--- config.mk ---
export PLATFORM = sky130hd
export DESIGN_NAME = hzd_slot_check
export DESIGN_NICKNAME = d
export VERILOG_FILES = /design/src/rtl/hzd_pkg.sv /design/src/rtl/hzd_regmap.sv /design/src/rtl/hzd_slot_check.sv
export SDC_FILE = /design/constraint.sdc
export NUM_CORES = 1
export LEC_CHECK = 0
export BUFFER_PORTS_ARGS = -buffer_cell sky130_fd_sc_hd__buf_4
export CAP_MARGIN = 15
export CORE_AREA = 2 2 375 377
export DETAILED_ROUTE_END_ITERATION = 8
export DIE_AREA = 0 0 377 379
export PLACE_DENSITY = 0.44
export SKIP_LAST_GASP = 1
export SLEW_MARGIN = 20
export SYNTH_ARGS = -nofsm -noshare
export SYNTH_HDL_FRONTEND = slang
export SYNTH_SLANG_ARGS = --single-unit
--- constraint.sdc ---
create_clock -name vclk -period 12.25
set_input_delay 1.225 -clock vclk [all_inputs]
set_output_delay 1.225 -clock vclk [all_outputs]
set_load 0.02 [all_outputs]
--- src/rtl/hzd_pkg.sv ---
package hzd_pkg;

    localparam int CLS_W  = 3;
    localparam int NUM_W  = 7;
    localparam int SLOTS  = 3;
    localparam int SLOT_W = 41;
    localparam int TMPL_W = 5;
    localparam int QP_W   = 6;

    typedef enum logic [CLS_W-1:0] {
        RC_INT = 3'd0,
        RC_FP  = 3'd1,
        RC_PR  = 3'd2,
        RC_BR  = 3'd3,
        RC_AR  = 3'd4
    } rcls_e;

    typedef enum logic {
        VK_RAW = 1'b0,
        VK_WAW = 1'b1
    } vkind_e;

    typedef enum logic {
        GS_EMPTY = 1'b0,
        GS_OPEN  = 1'b1
    } gstate_e;

    typedef struct packed {
        logic             vld;
        logic [CLS_W-1:0] cls;
        logic [NUM_W-1:0] num;
    } rref_t;

endpackage

--- src/rtl/hzd_regmap.sv ---
module hzd_regmap
    import hzd_pkg::*;
#(
    parameter int N_INT = 128,
    parameter int N_FP  = 128,
    parameter int N_PR  = 64,
    parameter int N_BR  = 8,
    parameter int N_AR  = 128,
    localparam int TOT   = N_INT + N_FP + N_PR + N_BR + N_AR,
    localparam int IDX_W = $clog2(TOT)
) (
    input  rref_t            r,
    output logic [IDX_W-1:0] idx,
    output logic             live,
    output logic [NUM_W-1:0] num_m
);

    localparam logic [IDX_W-1:0] B_FP = IDX_W'(N_INT);
    localparam logic [IDX_W-1:0] B_PR = IDX_W'(N_INT + N_FP);
    localparam logic [IDX_W-1:0] B_BR = IDX_W'(N_INT + N_FP + N_PR);
    localparam logic [IDX_W-1:0] B_AR = IDX_W'(N_INT + N_FP + N_PR + N_BR);

    localparam logic [NUM_W-1:0] M_INT = NUM_W'(N_INT - 1);
    localparam logic [NUM_W-1:0] M_FP  = NUM_W'(N_FP - 1);
    localparam logic [NUM_W-1:0] M_PR  = NUM_W'(N_PR - 1);
    localparam logic [NUM_W-1:0] M_BR  = NUM_W'(N_BR - 1);
    localparam logic [NUM_W-1:0] M_AR  = NUM_W'(N_AR - 1);

    logic             known;
    logic             is_const;
    logic [IDX_W-1:0] base;

    always_comb begin
        known    = 1'b1;
        is_const = 1'b0;
        base     = '0;
        num_m    = r.num;
        case (r.cls)
            RC_INT: begin
                num_m    = r.num & M_INT;
                is_const = (num_m == '0);
            end
            RC_FP: begin
                num_m    = r.num & M_FP;
                base     = B_FP;
                is_const = (num_m <= NUM_W'(1));
            end
            RC_PR: begin
                num_m    = r.num & M_PR;
                base     = B_PR;
                is_const = (num_m == '0);
            end
            RC_BR: begin
                num_m = r.num & M_BR;
                base  = B_BR;
            end
            RC_AR: begin
                num_m = r.num & M_AR;
                base  = B_AR;
            end
            default: known = 1'b0;
        endcase
        idx  = base + IDX_W'(num_m);
        live = r.vld & known & ~is_const;
    end

endmodule

--- src/rtl/hzd_slot_check.sv ---
module hzd_slot_check
    import hzd_pkg::*;
#(
    parameter int N_INT = 128,
    parameter int N_FP  = 128,
    parameter int N_PR  = 64,
    parameter int N_BR  = 8,
    parameter int N_AR  = 128,
    localparam int TOT   = N_INT + N_FP + N_PR + N_BR + N_AR,
    localparam int IDX_W = $clog2(TOT)
) (
    input  logic [TOT-1:0]   set_in,
    input  logic             slot_vld,
    input  logic             stop,
    input  logic [QP_W-1:0]  qp,
    input  rref_t            dst,
    input  rref_t            sa,
    input  rref_t            sb,
    output logic             hit,
    output logic             kind,
    output logic [CLS_W-1:0] hcls,
    output logic [NUM_W-1:0] hnum,
    output logic [TOT-1:0]   set_out
);

    localparam int NREF = 4;   // qp, source A, source B, destination

    rref_t            refs [NREF];
    logic [IDX_W-1:0] idx  [NREF];
    logic [NUM_W-1:0] nm   [NREF];
    logic [NREF-1:0]  live;
    logic [TOT-1:0]   set_mid;

    always_comb begin
        refs[0] = '{vld: slot_vld, cls: RC_PR, num: NUM_W'(qp)};
        refs[1] = '{vld: slot_vld & sa.vld,  cls: sa.cls,  num: sa.num};
        refs[2] = '{vld: slot_vld & sb.vld,  cls: sb.cls,  num: sb.num};
        refs[3] = '{vld: slot_vld & dst.vld, cls: dst.cls, num: dst.num};
    end

    for (genvar i = 0; i < NREF; i++) begin : g_map
        hzd_regmap #(
            .N_INT(N_INT), .N_FP(N_FP), .N_PR(N_PR), .N_BR(N_BR), .N_AR(N_AR)
        ) u_map (
            .r    (refs[i]),
            .idx  (idx[i]),
            .live (live[i]),
            .num_m(nm[i])
        );
    end

    // Sources in fixed order first, then the destination.
    always_comb begin
        hit  = 1'b0;
        kind = VK_RAW;
        hcls = '0;
        hnum = '0;
        for (int i = 0; i < NREF - 1; i++) begin
            if (!hit && live[i] && set_in[idx[i]]) begin
                hit  = 1'b1;
                kind = VK_RAW;
                hcls = refs[i].cls;
                hnum = nm[i];
            end
        end
        if (!hit && live[NREF-1] && set_in[idx[NREF-1]]) begin
            hit  = 1'b1;
            kind = VK_WAW;
            hcls = refs[NREF-1].cls;
            hnum = nm[NREF-1];
        end
    end

    always_comb begin
        set_mid = set_in;
        if (live[NREF-1]) begin
            set_mid[idx[NREF-1]] = 1'b1;
        end
        set_out = stop ? '0 : set_mid;
    end

endmodule

==> Word level (Yosys, flattened, before mapping) <==
Index checks and enable logic that the tools add are counted.
{ "totals": {"reg_bits": 0, "wordCells": 100} }
{ "classes": {"bitwise_logic": 15, "mux": 37, "reduce_logical": 24, "eq_ne": 12, "add_sub_neg": 4, "n_lt_le_gt_ge": 8} }
{ "op_table": {"columns": ["op", "count"], "rows": [
  ["two-way mux 456 bit", 2],
  ["OR 456 bit", 1],
  ["case mux 9 bit (4 select lines)", 3],
  ["zero test 7 bit", 7],
  ["case mux 7 bit (2 select lines)", 3],
  ["< comparator 9 x 10 -> 1 bit, second input constant", 4],
  ["binary-select mux 1 bit (select 9 bit)", 4],
  ["adder 9 x 7 -> 9 bit", 3],
  ["less-or-equal comparator 7 x 1 -> 1 bit, second input constant", 3],
  ["two-way mux 7 bit", 3],
  ["equality test 3 x 2 -> 1 bit, second input constant", 6],
  ["OR reduction 5 bit", 3],
  ["two-way mux 1 bit", 13],
  ["AND 1 bit", 10],
  ["adder 9 x 6 -> 9 bit, first input constant", 1],
  ["demux 1 bit (select 9 bit)", 1],
  ["equality test 3 x 1 -> 1 bit, second input constant", 3],
  ["equality test 3 bit, second input constant", 3],
  [">= comparator 9 x 1 -> 1 bit, second input constant", 1],
  ["zero test 3 bit", 3],
  ["two-way mux 3 bit", 3],
  ["case mux 1 bit (3 select lines)", 3],
  ["logical AND 1 bit", 8],
  ["two-way mux 6 bit", 1],
  ["3 further kinds", 8]
]} }

==> Depth between registers and ports, before layout <==
Gate-level depths: netlist of run 1.
{ "depth": {"depth_word": 17, "depth_mapped": 18, "ltp_nobuf": 15} }

==> Hierarchy <==
From an unflattened synthesis of run 1, not the netlist that was laid out.
{ "hier_totals": {"cells_unflattened": 2559, "hier_area_um2": 21919.8} }
{ "by_module_without_submodules": {"columns": ["mod", "n_inst", "area_per_inst_um2", "cells_per_inst", "seq_area_each_um2"], "rows": [
  ["hzd_slot_check", 1, 20838.7, 2415, 0.0],
  ["hzd_regmap", 4, 270.3, 36, 0.0]
]} }

==> Least setup slack after synthesis of run 1 <==
OpenSTA, ideal clock, no wires.
{ "synth_timing": {"path_kind": "input port to output port", "from": "in sb[8] in the netlist's numbering", "to": "out hnum[5]", "n_path_buf": 3, "slack_ns": 6.062, "path_stages": 16, "arrival_ns": 4.963, "path_cell_list": "clkbuf_1 > nand3b_1 > nand2_1 > inv_1 > ha_1 > buf_1 > buf_2 > mux4_2 > o2111ai_1 > o22ai_1 > o311a_1 > o31ai_4 > nor2_2 > nor4_4 > nand2_2 > o221ai_2"} }
{ "synth_via": {"elab_chain_cells": 12} }
{ "synth_rtl": {"columns": ["element", "line", "source"], "rows": [
  ["from (decl)", "hzd_slot_check.sv:18", "input rref_t sb,"],
  ["parallel branches: the longest is 11 deep, another holds adder 9 x 7 -> 9 bit", null, null],
  ["two-way mux 7 bit (*)", "hzd_slot_check.sv:66", "if (!hit && live[NREF-1] && set_in[idx[NREF-1]]) begin"],
  ["to (decl)", "hzd_slot_check.sv:22", "output logic [NUM_W-1:0] hnum,"]
]} }
Every way passes the cells marked *. The select of a mux whose other input is x is not followed.

==> Final worst setup path of run 1 <==
{ "layout_timing": {"from": "in sa[9] in the netlist's numbering", "to": "out hnum[1]"} }
{ "layout_via": {"elab_chain_cells": 16} }
{ "layout_rtl": {"columns": ["element", "line", "source"], "rows": [
  ["from (decl)", "hzd_slot_check.sv:17", "input rref_t sa,"],
  ["parallel branches: the longest is 6 deep, another holds adder 9 x 7 -> 9 bit", null, null],
  ["logical AND 1 bit (*)", "hzd_slot_check.sv:59", "if (!hit && live[i] && set_in[idx[i]]) begin"],
  ["two-way mux 1 bit", "hzd_slot_check.sv:59", null],
  ["zero test 1 bit", "hzd_slot_check.sv:59", null],
  ["logical AND 1 bit (2 in a row)", "hzd_slot_check.sv:59", null],
  ["two-way mux 1 bit", "hzd_slot_check.sv:59", null],
  ["zero test 1 bit", "hzd_slot_check.sv:66", null],
  ["logical AND 1 bit (2 in a row)", "hzd_slot_check.sv:66", null],
  ["two-way mux 7 bit (*)", "hzd_slot_check.sv:66", null]
]} }
Marks and branches as above.

==> metrics.csv, run 1 <==
metric,value,unit
# setup viols final,0,
cells along the critical path,buf_4 > nand3b_1 > and2_1 > ha_4 > ha_1 > inv_1 > nor2_1 > nand3_1 > nand4_1 > o211ai_1 > a21o_1 > a2111oi_4 > nand2b_1 > a221oi_1 > a211oi_1 > buf_4,
gpl congestion,0.926,
critical path start-end classification,in -> out,
CTS resizes,0,
Commonest cells post-synth,"nor2_1 (523), a21oi_1 (487), mux4_2 (292), mux2i_1 (216), clkbuf_1 (152)",
Post-Syn Area,18400,sq um
register area,0,sq um
drt pass-1 iters,6,
num sequential,0,
Clk pwr share,0,%
Finished Cell Area,27500,sq um
hpwl dp,162000,microns
CP arrival,7.47,ns
max incr delay on CP,1.10,ns
logic gate share of total power,100.0,%
Max Cap Violations,0,
gr usage total,26.8,%
Synth Area in Simple Gates,19.1,%
Layout Area Growth over Synthesis,49.4,%
largest net degree at the start of global routing,144,
grt ovf,0,
sequential cell area fraction in the yosys report,0,%
CP Launch Point,sa[9],
Synth Area in Compound Gates,22.9,%
Via density,5.41,
first-pass GRT wire length,257000,microns
share of post-route cells with drive strength above 1,45.2,%
largest family of logic cells by synthesized area,multiplexers,
Die Area,143000,sq um
"most used cell, CP",buf_4,
Die Y,379,microns
"count leader, synth",nor2_1,
Critical Path RT,11.02,ns
post-detailed-route wirelength per cell,41.0,microns
vias in the first global route,25200,
Iter 0 DRT Violations,2974,
vias,26900,
Mapped Cells,2370,
RSZ-0062 raised after global routing,false,
Crit. End Element,primary output,
"Net Count, Synth",2876,
# DRC,0,
largest area contributor in the netlist,mux4_2,
Slew headroom,16.7,%
hold buffers post-CTS,0,
Hold Path End,set_out[434],
Post-CTS Setup Repair Bufs,0,
top post-synthesis cells by area,"mux4_2 (36%), a21oi_1 (13%), mux2i_1 (12%)",
adder-cell share of the synthesized area,0.612,%
crit path time final,8.69,ns
dpl cell area,27400,sq um
Yosys top cell area share,35.8,%
initial core utilization,13.2,%
Synth cell types,81,
max frequency,115,MHz
PortBufs,965,
Antenna Nets Post-Route,0,
maximum VDD drop,0.0000205,V
Setup WS post-layout,3.56,ns
mux cell area share after synthesis,49.2,%
hold wc startpoint,set_in[434],
number of top-level pins,965,
Final Hold Viols,0,
Detailed Route WL,203000,microns
HP Class,in -> out,
DP Worst Slack,3.65,ns
Core ar.,139000,sq um
fin crit share,70.9,%
worst hold stages,4,
Layout fillers,15700,
transition time of the tightest slew-check pin,1.25,ns
critical path's slowest cell,ha_1,
setup TNS,0,ns
die width,377,microns
power per cell area,51.0,nW/um^2
post-synthesis xor/xnor area fraction,0.190,%
Final Max Slew Viols,0,
status,finished clean,
Sequential Power Share,0,%
internal power,0.000537,W
average cell area after synthesis,7.76,sq um
sw frac,61.7,%
Setup crit start kind,input port,
Layout Nets,3644,
Synthesis Warnings,0,
P_leak,11.5,nW
initial antenna violation count,63,
FP Rows,137,
NetSw,0.000865,W
Layout clock buffers,0,
Crit Path Max Fanout,18,
power groups by stage:
stage / logic, W / registers (W) / clock network, W
5_1_grt: 0.00145 / 0 / 0.0000000000438
3_5_place_dp: 0.00139 / 0 / 0
3_3_place_gp: 0.00140 / 0 / 0
6_report: 0.00140 / 0 / 0.00000000000279
2_1_floorplan: 0.000680 / 0 / 0
4_1_cts: 0.00139 / 0 / 0
per-layer routing:
metal | wire, microns | share of wire [%] | GRT usage, % | vias up
li1 | - | - | - | 10700
met1 | 81900 | 40 | 33.8 | 13900
met2 | 95400 | 47 | 44.7 | 1813
met3 | 19300 | 9.5 | 7.73 | 356
met4 | 6300 | 3.1 | 6.54 | 80
met5 | 464 | 0.23 | 0 | -
logic make-up after synthesis:
group / Yosys count
AO/OA/AOI/OAI: 709
XOR/XNOR: 4
adder cells (fa/ha/maj): 9
buffers and inverters: 298
multiplexers: 532
AND/OR/NAND/NOR: 818
worst max path at each step:
stage	endpoint	depth (start not counted)
finish	hnum[1]	16
global route	hnum[1]	16
CTS	hnum[1]	16
detailed placement	hnum[1]	16
global placement	hnum[1]	14
floorplan	hnum[5]	16
layout by cell type (no fill, tap or decap), types with 15 or more instances in the layout:
cell type / n
nand3_1: 52
a21oi_1: 487
mux2i_1: 216
a22oi_1: 60
buf_4: 1029
nor2_1: 501
inv_1: 23
nor2b_1: 22
nor3_1: 16
mux4_2: 292
nand4_1: 15
and2_1: 15
mux2_2: 21
nand2_1: 102
diode_2: 20
cell type report:
cell class                      count  area (sq um)  area share (%)
Antenna cell                       20          50.0           0.182
Inverter                           28           106           0.387
Multi-Input combinational cell   2072         17200            62.7
Tap cell                         1807          2260            8.23
Timing Repair Buffer             1036          7840            28.5
metrics by stage:
stage | total power, W | hold slack, ns | cells | utilization (%)
finish | 0.00140 | 2.81 | 4963 | 19.8
global route | 0.00145 | 2.83 | 4947 | 19.8
CTS | 0.00139 | 2.81 | 4943 | 19.8
detailed placement | 0.00139 | 2.81 | 4943 | 19.8
global placement | 0.00140 | 2.82 | 4942 | 19.7
floorplan | 0.000680 | 2.64 | 2370 | -
critical path: cells and delay by family:
family / cells / cell delay, ns
AND/OR/NAND/NOR: 6 / 2.46
buffers and inverters: 3 / 0.70
adder cells (fa/ha/maj): 2 / 1.29
AO/OA/AOI/OAI: 5 / 1.74
Power figures use the tool's default switching activity.
==> inputs of run 2 (changes only) <==
--- a/config.mk
+++ b/config.mk
@@ -7,10 +7,10 @@
 export LEC_CHECK = 0
 export BUFFER_PORTS_ARGS = -buffer_cell sky130_fd_sc_hd__buf_4
 export CAP_MARGIN = 15
-export CORE_AREA = 2 2 375 377
+export CORE_AREA = 2 2 379 381
 export DETAILED_ROUTE_END_ITERATION = 8
-export DIE_AREA = 0 0 377 379
-export PLACE_DENSITY = 0.44
+export DIE_AREA = 0 0 381 383
+export PLACE_DENSITY = 0.43
 export SKIP_LAST_GASP = 1
 export SLEW_MARGIN = 20
 export SYNTH_ARGS = -nofsm -noshare
==> constraint.sdc (replaced) <==
create_clock -name vclk -period 8.57
set_input_delay 0.857 -clock vclk [all_inputs]
set_output_delay 0.857 -clock vclk [all_outputs]
set_load 0.02 [all_outputs]
==> metrics.csv, run 2 (synthesis gave the netlist of run 1 again) <==
metric,value,unit
# setup viols final,0,
first-pass GRT wire length,260000,microns
most frequent cells in the layout,"buf_4 (1041), nor2_1 (498), a21oi_1 (487)",
DR top layer,met5,
hold buffers post-CTS,0,
max frequency,145,MHz
critical path start-end classification,in -> out,
CTS resizes,0,
largest net degree at the start of global routing,174,
drt pass-1 iters,5,
initial core utilization,12.9,%
worst hold slack,2.07,ns
num sequential,0,
PortBufs,965,
share of post-route cells with drive strength above 1,45.5,%
hpwl dp,165000,microns
Antenna Nets Post-Route,0,
initial antenna violation count,66,
fin util,19.5,%
Post-CTS Setup Repair Bufs,0,
power per cell area,72.8,nW/um^2
vias in the first global route,25200,
RSZ-0062 raised after global routing,false,
# DRC,0,
status,finished clean,
Crit Path Max Fanout,25,
Layout clock buffers,0,
Critical Path RT,7.71,ns
Final Max Slew Viols,0,
grt ovf,0,
HP Class,in -> out,
Setup crit start kind,input port,
Placed Cells,5054,
transition time of the tightest slew-check pin,1.25,ns
Crit. End Element,primary output,
"non-filler cells, final",5068,
Core ar.,142000,sq um
vias,26500,
Die Y,383,microns
number of top-level pins,965,
Detailed Route WL,204000,microns
die width,381,microns
Via density,5.23,
crit path time final,6.91,ns
CP arrival,6.05,ns
setup TNS,0,ns
DRT met1 WL,84200,microns
Iter 0 DRT Violations,2962,
gr usage total,26.4,%
Layout Area Growth over Synthesis,50.9,%
register area,0,sq um
fin crit share,80.6,%
Max Cap Violations,0,
Layout fillers,16200,
maximum VDD drop,0.0000340,V
Die Area,146000,sq um
P_leak,11.6,nW
post-detailed-route wirelength per cell,40.2,microns
Layout Nets,3659,
total length of routed met3 wires,18100,microns
met2 WL,94200,microns
"most common cell after layout, fill and taps aside",buf_4,
gpl congestion,0.944,
FP Rows,139,
Slew headroom,16.4,%
overall power,0.00202,W
Final Hold Viols,0,
## run 2: cell types whose count changed in the layout (fill, tap and decap cells not counted), moves of 2 or more
cell	change
buf_16	+2
buf_4	+12
diode_2	-6
inv_2	+2
nor2_1	-3
nor2_2	+3
nor3_2	-2
## run 2: layout make-up
| type | instances | area, sq um | area share [%] |
|---|---|---|---|
| Multi-Input combinational cell | 2072 | 17200 | 62.1 |
| Tap cell | 1903 | 2380 | 8.58 |
| Timing Repair Buffer | 1051 | 8000 | 28.8 |
| Inverter | 28 | 105 | 0.379 |
| Antenna cell | 14 | 35.0 | 0.126 |
## run 2: metal layers
layer / vias up / GRT usage (%)
li1: 10700 / -
met1: 13700 / 34.0
met2: 1665 / 43.5
met3: 319 / 7.23
met4: 82 / 6.78
met5: - / 0
## run 2: metrics by stage
step,instance area (sq um),worst slack (ns)
finish,27800,1.66
global route,27700,1.49
CTS,27700,1.79
detailed placement,27700,1.81
global placement,27600,1.37
floorplan,18400,3.12
## run 2: where the power goes
group / switching (W) / total (W) / leakage [nW] / internal (W)
clock network: 0 / 0.0000000000921 / 0.0000845 / 0.0000000000920
registers: 0 / 0 / 0 / 0
logic: 0.00125 / 0.00202 / 11.6 / 0.000773
## run 2: worst max-delay path, stage by stage
cell      delay, ns
buf_4          0.15
nand3b_1       0.41
and2_1         0.33
ha_2           0.20
ha_1           0.22
nor2b_1        0.39
a211o_2        0.70
a211oi_1       0.12
nor4_1         0.57
o221ai_1       0.21
a21oi_1        0.31
o211ai_2       0.28
nor4_4         0.60
nand2_2        0.11
o221ai_2       0.33
buf_4          0.22
## run 2: worst paths after layout
kind                      endpoint  slack, ns  cells after the start   startpoint
worst max-delay path       hnum[5]       1.66                     16       dst[9]
worst min-delay path  set_out[404]       2.07                      4  set_in[404]
